**src/rtl/spi_status_poller.sv**
```systemverilog
module spi_status_poller #(
  parameter int HALF_DIV    = 4,
  parameter int GAP_CYC     = 2,
  parameter int TIMEOUT_CYC = 100000000
) (
  input  logic       clk,
  input  logic       rst_n,
  input  logic       start_i,
  input  logic [7:0] mask_i,
  output logic       busy_o,
  output logic       done_o,
  output logic       pass_o,
  output logic       err_o,
  output logic       tmo_o,
  output logic [7:0] status_o,
  output logic       cs_n_o,
  output logic       sclk_o,
  output logic       mosi_o,
  input  logic       miso_i
);
  localparam int DW = (HALF_DIV > 1) ? $clog2(HALF_DIV) : 1;
  localparam int GW = (GAP_CYC > 1) ? $clog2(GAP_CYC) : 1;
  localparam int TW = $clog2(TIMEOUT_CYC + 1) + 1;
  localparam logic [7:0] RD_OP = 8'h00;

  typedef enum logic [1:0] {S_IDLE, S_XFER, S_GAP} st_t;

  st_t           st;
  logic [DW-1:0] div;
  logic [3:0]    ph;
  logic          second;
  logic [GW-1:0] gcnt;
  logic [7:0]    rx, mask_q;
  logic [TW-1:0] tcnt;

  wire half_end = (div == DW'(HALF_DIV - 1));
  wire hit_err  = rx[2] | rx[3];
  wire hit_pass = ((rx & (mask_q | 8'h01)) == mask_q);
  wire hit_tmo  = (tcnt >= TW'(TIMEOUT_CYC));
  wire [TW-1:0] tcnt_nx = hit_tmo ? tcnt : tcnt + 1'b1;

  assign busy_o = (st != S_IDLE);
  assign cs_n_o = (st != S_XFER);
  assign sclk_o = (st == S_XFER) & ph[0];
  assign mosi_o = (st == S_XFER) & RD_OP[3'd7 - ph[3:1]];

  always_ff @(posedge clk or negedge rst_n) begin
    if (!rst_n) begin
      st       <= S_IDLE;
      div      <= '0;
      ph       <= '0;
      second   <= 1'b0;
      gcnt     <= '0;
      rx       <= '0;
      mask_q   <= '0;
      tcnt     <= '0;
      done_o   <= 1'b0;
      pass_o   <= 1'b0;
      err_o    <= 1'b0;
      tmo_o    <= 1'b0;
      status_o <= '0;
    end else begin
      done_o <= 1'b0;
      case (st)
        S_IDLE: begin
          if (start_i) begin
            mask_q <= mask_i;
            pass_o <= 1'b0;
            err_o  <= 1'b0;
            tmo_o  <= 1'b0;
            tcnt   <= '0;
            second <= 1'b0;
            div    <= '0;
            ph     <= '0;
            st     <= S_XFER;
          end
        end
        S_XFER: begin
          tcnt <= tcnt_nx;
          div  <= half_end ? '0 : div + 1'b1;
          if (half_end) begin
            ph <= ph + 1'b1;
            if (!ph[0]) rx <= {rx[6:0], miso_i};
            if (ph == 4'd15) begin
              gcnt <= '0;
              if (!second) begin
                second <= 1'b1;
                st     <= S_GAP;
              end else begin
                second   <= 1'b0;
                status_o <= rx;
                if (hit_err) begin
                  err_o  <= 1'b1;
                  done_o <= 1'b1;
                  st     <= S_IDLE;
                end else if (hit_pass) begin
                  pass_o <= 1'b1;
                  done_o <= 1'b1;
                  st     <= S_IDLE;
                end else if (hit_tmo) begin
                  tmo_o  <= 1'b1;
                  done_o <= 1'b1;
                  st     <= S_IDLE;
                end else begin
                  st <= S_GAP;
                end
              end
            end
          end
        end
        S_GAP: begin
          tcnt <= tcnt_nx;
          gcnt <= gcnt + 1'b1;
          if (gcnt == GW'(GAP_CYC - 1)) begin
            div <= '0;
            ph  <= '0;
            st  <= S_XFER;
          end
        end
        default: st <= S_IDLE;
      endcase
    end
  end
endmodule

```
**config.mk**
```make
export PLATFORM = sky130hd
export DESIGN_NAME = spi_status_poller
export DESIGN_NICKNAME = d
export VERILOG_FILES = /design/src/rtl/spi_status_poller.sv
export SDC_FILE = /design/constraint.sdc
export NUM_CORES = 1
export LEC_CHECK = 0
export BUFFER_PORTS_ARGS = -buffer_cell sky130_fd_sc_hd__buf_2
export CORE_MARGIN = 1
export CORE_UTILIZATION = 40
export CTS_BUF_LIST = sky130_fd_sc_hd__clkbuf_8
export CTS_CLUSTER_DIAMETER = 120
export DETAILED_ROUTE_END_ITERATION = 6
export SETUP_SLACK_MARGIN = 0.4
export SLEW_MARGIN = 20
export SYNTH_ARGS = -nofsm -noshare
export SYNTH_HDL_FRONTEND = slang
export SYNTH_SLANG_ARGS = --single-unit
```
**constraint.sdc**
```tcl
create_clock -name clk -period 2.5 [get_ports clk]
set_input_delay 0.375 -clock clk [delete_from_list [all_inputs] [get_ports clk]]
set_output_delay 0.375 -clock clk [all_outputs]
set_load 0.01 [all_outputs]
```
==> out/qor.yml, run 1 <==
status:
  outcome: "finished, final reports clean"
setup_path:
  path_class: "register to register"
  crit_family: "simple AND/OR/NAND/NOR gates"
  worstSetupPathDepth: 7
  critPathRequiredTime_ns: 2.72
  r2r_start: "tcnt[8]$_DFFE_PN0P_"
  crit_start: "tcnt[8]$_DFFE_PN0P_"
  slowest_stage: "or4_4"
  path_cells: "or4_4 -> nor2_4 -> nor3b_4 -> buf_4 -> nor4_2 -> xnor2_1 -> nor2_1"
  reg2regPathDepth: 7
  timing.rr.end: "tcnt[23]$_DFFE_PN0P_"
  crit_path_end_kind: "register"
  worstPathArrival_ns: 2.24
  start_kind: "register"
  worst-path-max-fanout: 6
  slowest_delay_ns: 0.51
  critPathCapture: "tcnt[23]$_DFFE_PN0P_"
  crit_buf_inv: 1
  rrSetupSlack_ns: 0.48
cells_and_area:
  area_delta_synth_final_pct: 21.8
  fin_util: 0.507
  drive_above_1_share: 0.309
  multi_input_area_um2: 1760
  finalNonFillerCells: 484
  diodes: 0
  ff_latch_area_um2: 1650
  layout_common_cells: "65 x dfrtp_1, 40 x nor2_1, 26 x buf_2"
  nNetsFinal: 395
  nFillCells: 739
  final_common_cell: "dfrtp_1"
clock_tree:
  cts.path.max_buffers: 2
  ctsHtreeMaxLevel: 3
  cts.sinks: 66
  clkSlewWorstSetupHoldPaths_ns: 0.09
  cts_hold_buf: 0
  cts_root_buf: "clkbuf_8"
  cts_tree: "built"
  clk_latency_ns: 0.36
  cts_buffers: 9
placement:
  dp.final_hpwl_mm: 4.36
  routabilityCongestion: 0.750
  dp_cells: 456
  port_buffers: 26
synthesis:
  synth_edf_count: 0
  synth_fp_nets: 347
  ys_warn_count: 0
  synth_top_area_cell: "dfrtp_1"
  ys_top_cells_by_area: "dfrtp_1 48%, mux2_2 7.5%, xnor2_1 6.1%, nor2_1 4.3%, nor4_2 3.6%"
  avgSynthCellArea_um2: 10.6
  yosys_most_used_dff: "dfrtp_1"
  synthArstFlopShare: 1.00
  synthDistinctLibCells: 52
  synthesis.area_um2: 3460
  synthCells: 326
  synth_seq_cells: 66
  synth_top_area_share: 0.478
  ys_seq_area_frac: 0.478
flow_run:
  drv_cap: 0
timing:
  worst_pin_slew_ns: 0.612
  rsz0062_at_grt: "true"
  period_needed_ns: 2.02
  worst_clock_skew_ns: 0.0146
  setup_viol: 0
  slew_headroom: 0.591
  worst_hold_slack_ns: 0.00579
  slew_viol_final: 0
  hold_viol: 0
  clock.fmax_mhz: 494
  period_share: 0.810
  tns_ns: 0
floorplanning:
  core_um2: 8300
  io_pins: 28
  die_w_um: 95.0
  rows: 33
  start_util: 0.417
  fp.dieArea_um2: 9020
  fp.dieH_um: 95.0
pwr:
  internal_power_w: 0.00252
  p_seq_frac: 0.346
  vdd_drop_max_mv: 0.437
  p_leak_nw: 1.87
  switching_share: 0.353
  p_clk_frac: 0.273
  power_density_nw_per_um2: 925
  switchingPower_w: 0.00138
  p_comb_frac: 0.382
grt:
  use_met1: 0.230
  met3_usage: 0.0467
  grt_start_max_net_pins: 67
  grt_pass1_wl_mm: 11.0
  grt_use_met2: 0.233
  first_global_vias: 2285
  busiest_layer: "met2"
  overflow: 0
  track_usage: 0.164
  antenna_found_initial: 0
routing:
  wire_per_inst_um: 13.8
  drt-total-wl_mm: 6.70
  ant_nets: 0
  drc: 0
  drt-vias-per-instance: 5.05
  firstDrtPassIters: 4
  drt_iter0_markers: 99
  vias: 2446
worst_hold_path:
  hp-class: "input pin to asynchronous set/reset pin"
==> stage by stage <==
step	setup slack, ns	power, W	cell area [um2]
global route	0.361	0.00412	4210
finish	0.476	0.00390	4210
floorplan	0.410	0.00215	3460
CTS	0.402	0.00360	4040
detailed placement	0.233	0.00245	3760
global placement	0.295	0.00243	3760
==> kinds of logic (layout without fill, tap and decap cells) <==
kind of cell | Yosys count | after routing | synth area share
buf+inv | 30 | 83 | 0.0376
flops | 66 | 66 | 0.478
simple gates | 134 | 134 | 0.235
fa+ha+maj | 9 | 9 | 0.0326
compound gates | 34 | 34 | 0.0662
xor+xnor | 25 | 25 | 0.0633
other cells | 1 | 1 | 0.00108
mux | 27 | 27 | 0.0865
==> layer usage <==
| metal | up-vias | share of wire |
|---|---|---|
| met5 | - | 0 |
| li1 | 1228 | - |
| met3 | 10 | 0.034 |
| met2 | 40 | 0.45 |
| met1 | 1168 | 0.50 |
| met4 | 0 | 0.018 |
==> power by group through the flow <==
stage	clock, W	combinational (W)	sequential [W]
floorplan	0	0.000814	0.00134
global placement	0	0.00106	0.00136
detailed placement	0	0.00108	0.00137
CTS	0.00108	0.00116	0.00135
global route	0.00114	0.00161	0.00137
finish	0.00106	0.00149	0.00135
==> synth_stat cells, drive strengths merged (2+ instances only) <==
library cell   n
nor3b          2
o22ai          3
nand3         16
dfrtp         66
nor4          15
o21ai          9
xnor2         24
nor3          14
nor2          42
inv           18
nand4          5
mux2i          4
a21oi         10
buf            5
clkbuf         7
ha             9
nor2b          2
nand2         22
nand3b         2
mux2          23
nand2b         5
a31oi          2
o2111ai        2
==> worst register-to-register path, delay by kind of cell (launching register included) <==
family,cells,cell delay [ns]
xor+xnor,1,0.16
flops,1,0.45
buf+inv,1,0.18
simple gates,5,1.10
==> area by class of cell <==
class / instances / area share
clock buffer: 9 / 0.0294
sequential: 66 / 0.392
multi-input combinational: 230 / 0.418
timing repair buffer: 49 / 0.0879
inverter: 18 / 0.0160
tap: 105 / 0.0312
clock inverter: 7 / 0.0253
==> what timing repair did <==
action                     in CTS  in global routing
gates resized for setup         7                 11
setup endpoints to repair      21                 30
setup buffers                   2                  8
gates cloned                    0                  2
pin swaps                       1                  2
==> sequential cells by signal, indices dropped and copies added (netlist names) <==
name	flops
mask_q	8
status_o	8
rx	8
st	2
err_o	1
pass_o	1
gcnt	1
ph	4
done_o	1
tcnt	28
div	2
tmo_o	1
second	1
==> worst min path at each step <==
stage,from,endpoint,slack [ns]
5_1_grt,rst_n,status_o[4]$_DFFE_PN0P_,0.03
2_1_floorplan,rst_n,div[0]$_DFFE_PN0P_,0.08
3_5_place_dp,rst_n,status_o[5]$_DFFE_PN0P_,0.42
4_1_cts,rst_n,status_o[5]$_DFFE_PN0P_,0.03
3_3_place_gp,rst_n,status_o[5]$_DFFE_PN0P_,0.42
6_report,rst_n,status_o[5]$_DFFE_PN0P_,0.006
Note: power is estimated with default switching activity, not from simulation.
==> inputs of run 2 (changes only) <==
--- a/config.mk
+++ b/config.mk
@@ -5,6 +5,7 @@
 export SDC_FILE = /design/constraint.sdc
 export NUM_CORES = 1
 export LEC_CHECK = 0
+export ABC_AREA = 1
 export BUFFER_PORTS_ARGS = -buffer_cell sky130_fd_sc_hd__buf_2
 export CORE_MARGIN = 1
 export CORE_UTILIZATION = 40
==> constraint.sdc (replaced) <==
create_clock -name clk -period 1.8 [get_ports clk]
set_input_delay 0.27 -clock clk [delete_from_list [all_inputs] [get_ports clk]]
set_output_delay 0.27 -clock clk [all_outputs]
set_load 0.01 [all_outputs]
==> out/qor.yml, run 2 <==
synthesis:
  yosys_most_used_dff: "dfrtp_1"
  synthArstFlopShare: 1.00  # unchanged
  synth_fp_nets: 557  # +61%
  synth_edf_count: 0  # unchanged
  synth_most_common_cell: "nand2_1"
  ys_warn_count: 0  # unchanged
  synthDistinctLibCells: 33  # -37%
  synth_top_area_cell: "dfrtp_1"
  synth_seq_cells: 66  # unchanged
  synthesis.area_um2: 3860  # +12%
  synth_top_area_share: 0.428  # -0.0497
  synthCells: 536  # +64%
  avgSynthCellArea_um2: 7.20  # -32%
  ys_seq_area_frac: 0.428  # -0.0497
  synth_top_cells_by_count: "181 x nand2_1, 80 x nor2_1, 66 x dfrtp_1, 52 x inv_1, 40 x nand3_1"
  ys_top_cells_by_area: "dfrtp_1 43%, nand2_1 18%, nor2_1 7.8%, nand3_1 5.2%, inv_1 5.1%"
routing:
  drc: 0  # unchanged
  drt_iter0_markers: 195  # +97%
  drt-vias-per-instance: 4.95  # -2.1%
  ant_nets: 0  # unchanged
  vias: 3764  # +54%
  drt-total-wl_mm: 11.2  # +67%
  firstDrtPassIters: 5  # +1
  wire_per_inst_um: 14.7  # +6.4%
floorplanning:
  rows: 35  # +6.1%
  start_util: 0.416  # -0.000920
  fp.dieH_um: 100  # +5.5%
  fp.dieArea_um2: 10000  # +11%
  core_um2: 9280  # +12%
  io_pins: 28  # unchanged
  die_w_um: 100  # +5.5%
flow_run:
  drv_cap: 0  # unchanged
setup_path:
  worstPathArrival_ns: 1.86  # -0.38 ns
  path_common_cell: "nand3_4"
  path_class: "register to register"
  rrSetupSlack_ns: 0.18  # -0.29 ns
  slowest_stage: "dfrtp_2"
  slowest_delay_ns: 0.44  # -0.07 ns
  critPathRequiredTime_ns: 2.04  # -0.68 ns
  crit_path_end_kind: "register"
  reg2regPathDepth: 9  # +2
  path_cells: "inv_1 -> nand4_1 -> nor2_2 -> nand3_2 -> nand3_4 -> nand2_8 -> buf_12 -> nand3_4 -> nand2_2"
  timing.rr.end: "tcnt[19]$_DFFE_PN0P_"
  crit_family: "simple AND/OR/NAND/NOR gates"
  r2r_start: "tcnt[12]$_DFFE_PN0P_"
  crit_buf_inv: 2  # +1
  worst-path-max-fanout: 8  # +2
  start_kind: "register"
timing:
  hold_viol: 0  # unchanged
  clock.fmax_mhz: 618  # +25%
  setup_viol: 0  # unchanged
  slew_viol_final: 0  # unchanged
  worst_hold_slack_ns: 0.141  # +0.135 ns
  period_needed_ns: 1.62  # -0.406 ns
  rsz0062_at_grt: "true"
  slew_headroom: 0.600  # +0.00928
  worst_clock_skew_ns: 0.0127  # -0.00190 ns
  tns_ns: 0  # unchanged
  period_share: 0.899  # +0.0895
  worst_pin_slew_ns: 0.600  # -0.0117 ns
placement:
  detailed_place.area_um2: 4260  # +13%
  dp_cells: 695  # +52%
  routabilityCongestion: 0.860  # +15%
  dp.final_hpwl_mm: 6.61  # +52%
  port_buffers: 26  # unchanged
pwr:
  p_seq_frac: 0.534  # +0.188
  power_w: 0.00280  # -28%
  vdd_drop_max_mv: 0.482  # +10%
  p_clk_frac: 0.435  # +0.162
  power_density_nw_per_um2: 505  # -45%
  p_leak_nw: 2.65  # +42%
  p_comb_frac: 0.031  # -0.351
  switching_share: 0.270  # -0.0827
  switchingPower_w: 0.000757  # -45%
  internal_power_w: 0.00204  # -19%
grt:
  overflow: 0  # unchanged
  first_global_vias: 3543  # +55%
  antenna_found_initial: 0  # unchanged
  grt_pass1_wl_mm: 17.4  # +58%
  track_usage: 0.223  # +0.0589
  grt_start_max_net_pins: 30  # -55%
cells_and_area:
  layout_common_cells: "143 x nand2_1, 56 x dfrtp_1, 52 x nor2_1"
  final_common_cell: "nand2_1"
  fin_area_um2: 5550  # +32%
  nFillCells: 846  # +14%
  diodes: 0  # unchanged
  top_register: "tcnt"
  nNetsFinal: 648  # +64%
  largest_reg_flops: 28  # unchanged
  finalNonFillerCells: 761  # +57%
  area_delta_synth_final_pct: 43.8
  drive_above_1_share: 0.397  # +0.0884
clock_tree:
  cts_buffers: 9  # unchanged
  cts_tree: "built"
  clk_latency_ns: 0.35  # about the same
  cts.path.max_buffers: 2  # unchanged
  cts.sinks: 66  # unchanged
  clkSlewWorstSetupHoldPaths_ns: 0.09  # about the same
  cts_root_buf: "clkbuf_8"
  ctsHtreeMaxLevel: 3  # unchanged
worst_hold_path:
  hold_depth: 2
  hp-class: "input pin to register"
  min_to: "mask_q[2]$_DFFE_PN0P_"
  hp-start: "mask_i[2]"
status:
  outcome: "finished, final reports clean"
## run 2: cell type report
cell class | instances | area, um2 | area share
Tap cell | 129 | 161 | 0.0291
Clock buffer | 9 | 124 | 0.0223
Clock inverter | 7 | 61.3 | 0.0110
Sequential cell | 66 | 1660 | 0.300
Multi-Input combinational cell | 406 | 2550 | 0.460
Inverter | 55 | 224 | 0.0404
Timing Repair Buffer | 89 | 761 | 0.137
## run 2: routing by layer
layer,wire length (um),vias up,global-route usage
li1,-,1884,-
met1,4970,1791,0.289
met2,5630,80,0.375
met3,517,9,0.0536
met4,102,0,0.0535
met5,0,-,0
## run 2: power by group through the flow
stage / logic (W) / clock network, W / registers [W]
floorplan: 0.0000204 / 0 / 0.00152
global placement: 0.0000768 / 0 / 0.00152
detailed placement: 0.0000779 / 0 / 0.00152
CTS: 0.0000814 / 0.00125 / 0.00149
global route: 0.000101 / 0.00130 / 0.00150
finish: 0.0000870 / 0.00122 / 0.00150
## run 2: repair_timing
| item | CTS | global route |
|---|---|---|
| endpoints found under the hold margin | 17 | 0 |
| resized for setup | 62 | 131 |
| setup buffers | 27 | 15 |
| pin swaps | 18 | 35 |
| hold buffers | 1 | 0 |
| setup endpoints to repair | 68 | 69 |
| gates cloned | 5 | 2 |
## run 2: how the worst max path moves through the flow
stage                         start              endpoint  depth (start not counted)
6_report       tcnt[12]$_DFFE_PN0P_  tcnt[19]$_DFFE_PN0P_                          9
5_1_grt           st[1]$_DFFE_PN0P_     ph[2]$_DFFE_PN0P_                         10
4_1_cts           st[0]$_DFFE_PN0P_                sclk_o                          5
3_5_place_dp      st[1]$_DFFE_PN0P_  tcnt[11]$_DFFE_PN0P_                          7
3_3_place_gp    tcnt[1]$_DFFE_PN0P_  tcnt[14]$_DFFE_PN0P_                         10
2_1_floorplan     st[1]$_DFFE_PN0P_   tcnt[9]$_DFFE_PN0P_                          9
## run 2: cell families (layout without fill, tap and decap cells)
group                      after synthesis  count (layout)  share of synthesized area
muxes                                    7               7                     0.0204
AOI/OAI and AO/OA                       45              45                     0.0623
other                                    1               1                   0.000972
DFF                                     66              66                      0.428
buffers and inverters                   69             160                     0.0775
xor gates and xnor gates                13              13                     0.0295
adders and majority gates                9               9                     0.0292
and+or+nand+nor                        326             331                      0.352
## run 2: metrics by stage
step / utilization / worst slack, ns
after floorplan: - / 0.241
after global placement: 0.459 / 0.0828
after detailed placement: 0.459 / 0.0715
after CTS: 0.532 / 0.210
after global routing: 0.598 / 0.0953
final: 0.598 / 0.182
==> inputs of run 3 (changes only) <==
==> constraint.sdc (replaced) <==
create_clock -name clk -period 1.8 [get_ports clk]
set_input_delay 0.09 -clock clk [delete_from_list [all_inputs] [get_ports clk]]
set_output_delay 0.09 -clock clk [all_outputs]
set_load 0.01 [all_outputs]
==> out/qor.yml, run 3 (synthesis results as in run 2) <==
routing:
  ant_nets: 0  # unchanged
  drc: 0  # unchanged
  drt-vias-per-instance: 4.98  # +0.64%
  drt-total-wl_mm: 11.6  # +3.1%
  drt_iter0_markers: 213  # +9.2%
  vias: 3848  # +2.2%
  wire_per_inst_um: 15.0  # +1.5%
  firstDrtPassIters: 5  # unchanged
timing:
  period_needed_ns: 1.60  # -0.0186 ns
  setup_viol: 0  # unchanged
  tns_ns: 0  # unchanged
  worst_clock_skew_ns: 0.0124  # -0.000286 ns
  clock.fmax_mhz: 625  # +1.2%
  hold_viol: 0  # unchanged
  worst_hold_slack_ns: 0.149  # +0.00806 ns
  rsz0062_at_grt: "true"
  period_share: 0.889  # -0.0103
  slew_viol_final: 0  # unchanged
cells_and_area:
  area_delta_synth_final_pct: 42.7
  diodes: 0  # unchanged
  multi_input_area_um2: 2440  # -4.4%
  final_common_cell: "nand2_1"
  nNetsFinal: 660  # +1.9%
  ff_latch_area_um2: 1660  # unchanged
  nFillCells: 852  # +0.71%
  layout_common_cells: "140 x nand2_1, 56 x nor2_1, 56 x dfrtp_1"
  largest_reg_flops: 28  # unchanged
  top_register: "tcnt"
  drive_above_1_share: 0.371  # -0.0260
  fin_area_um2: 5510  # -0.74%
worst_hold_path:
  min_to: "mask_q[4]$_DFFE_PN0P_"
  hp-class: "input pin to register"
  hp-start: "start_i"
  hold_depth: 3  # +1
grt:
  antenna_found_initial: 0  # unchanged
  track_usage: 0.231  # +0.00848
  grt_start_max_net_pins: 26  # -13%
  overflow: 0  # unchanged
  grt_pass1_wl_mm: 18.1  # +4.3%
  first_global_vias: 3765  # +6.3%
pwr:
  p_seq_frac: 0.517  # -0.017
  switchingPower_w: 0.000714  # -5.8%
  p_clk_frac: 0.450  # +0.015
  switching_share: 0.247  # -0.0235
  power_density_nw_per_um2: 525  # +4.0%
  internal_power_w: 0.00218  # +6.5%
  p_comb_frac: 0.033  # +0.002
  p_leak_nw: 2.69  # +1.5%
  vdd_drop_max_mv: 0.414  # -14%
clock_tree:
  cts.sinks: 66  # unchanged
  cts_root_buf: "clkbuf_8"
  clk_latency_ns: 0.35  # about the same
  clkSlewWorstSetupHoldPaths_ns: 0.08  # about the same
  cts_buffers: 9  # unchanged
  ctsHtreeMaxLevel: 3  # unchanged
  cts.path.max_buffers: 2  # unchanged
  cts_tree: "built"
flow_run:
  drv_cap: 0  # unchanged
floorplanning:
  fp.dieArea_um2: 10000  # unchanged
  start_util: 0.416  # unchanged
  rows: 35  # unchanged
  fp.dieH_um: 100  # unchanged
  die_w_um: 100  # unchanged
  core_um2: 9280  # unchanged
  io_pins: 28  # unchanged
setup_path:
  path_cells: "inv_2 -> ha_4 -> inv_4 -> a21oi_4 -> buf_12 -> buf_12 -> nand2_8 -> nand2_2 -> nand2_1"
  crit_buf_inv: 4  # +2
  path_common_cell: "buf_12"
  rrSetupSlack_ns: 0.20  # +0.02 ns
  r2r_start: "st[0]$_DFFE_PN0P_"
  reg2regPathDepth: 9  # unchanged
  worst-path-max-fanout: 7  # -1
  slowest_delay_ns: 0.41  # -0.03 ns
  timing.rr.end: "tcnt[25]$_DFFE_PN0P_"
  slowest_stage: "dfrtp_1"
  start_kind: "register"
  crit_path_end_kind: "register"
  crit_family: "buffers and inverters"
  critPathRequiredTime_ns: 2.04  # about the same
  path_class: "register to register"
  worstPathArrival_ns: 1.84  # -0.02 ns
placement:
  detailed_place.area_um2: 4270  # +0.18%
  port_buffers: 26  # unchanged
  dp.final_hpwl_mm: 6.55  # -0.89%
  routabilityCongestion: 0.863  # +0.31%
status:
  outcome: "finished, final reports clean"
[run 3: cell count changes in the layout (fill, tap and decap cells not counted), sizes merged]
cell,delta
nand2,+1
dlygate4sd3,+9
bufinv,+1
inv,-1
buf,+2
[run 3: what timing repair did]
| action | CTS | global route |
|---|---|---|
| gates resized for setup | 76 | 75 |
| endpoints found under the setup margin | 68 | 69 |
| hold buffers | 10 | 0 |
| hold endpoints to repair | 25 | 0 |
| gates cloned | 5 | 3 |
| pin swaps | 22 | 23 |
| buffers inserted | 29 | 14 |
[run 3: worst register-to-register path: cells and delay by family (launching register included)]
family,cells,cell delay (ns)
AO/OA/AOI/OAI,1,0.16
adder cells (fa/ha/maj),1,0.29
buffers and inverters,4,0.42
flip-flops,1,0.41
AND/OR/NAND/NOR,3,0.22
[run 3: through the flow]
stage | instances | power (W) | utilization | setup WS (ns)
CTS | 756 | 0.00292 | 0.555 | 0.261
floorplan | 536 | 0.00154 | - | 0.241
detailed placement | 696 | 0.00160 | 0.460 | 0.0353
global route | 773 | 0.00300 | 0.593 | 0.107
finish | 773 | 0.00289 | 0.593 | 0.200
global placement | 696 | 0.00160 | 0.460 | 0.0665
[run 3: layout make-up]
type                    instances  area share
clock inverters                 7      0.0139
well taps                     129      0.0293
inverters                      55      0.0388
multi-input cells             407       0.443
clock buffers                   9      0.0225
repair buffers                100       0.150
flip-flops and latches         66       0.302
[run 3: worst max-delay path by stage]
stage	end	startpoint	depth (start not counted)
global placement	tcnt[11]$_DFFE_PN0P_	tcnt[17]$_DFFE_PN0P_	11
floorplan	tcnt[9]$_DFFE_PN0P_	st[1]$_DFFE_PN0P_	9
finish	tcnt[25]$_DFFE_PN0P_	st[0]$_DFFE_PN0P_	9
detailed placement	tcnt[26]$_DFFE_PN0P_	tcnt[17]$_DFFE_PN0P_	11
global route	status_o[0]$_DFFE_PN0P_	st[1]$_DFFE_PN0P_	7
CTS	tcnt[10]$_DFFE_PN0P_	tcnt[17]$_DFFE_PN0P_	11
[run 3: power groups by stage]
| stage | clock network [W] | registers, W | logic [W] |
|---|---|---|---|
| floorplan | 0 | 0.00152 | 0.0000204 |
| finish | 0.00130 | 0.00149 | 0.0000940 |
| detailed placement | 0 | 0.00152 | 0.0000759 |
| CTS | 0.00133 | 0.00149 | 0.0000930 |
| global placement | 0 | 0.00152 | 0.0000746 |
| global route | 0.00140 | 0.00150 | 0.000109 |
[run 3: metal layers]
layer,global-route usage,part of all wire,vias up
met5,0,0,-
met1,0.306,0.42,1790
li1,-,-,1894
met4,0.0836,0.025,0
met3,0.0397,0.060,28
met2,0.381,0.50,136
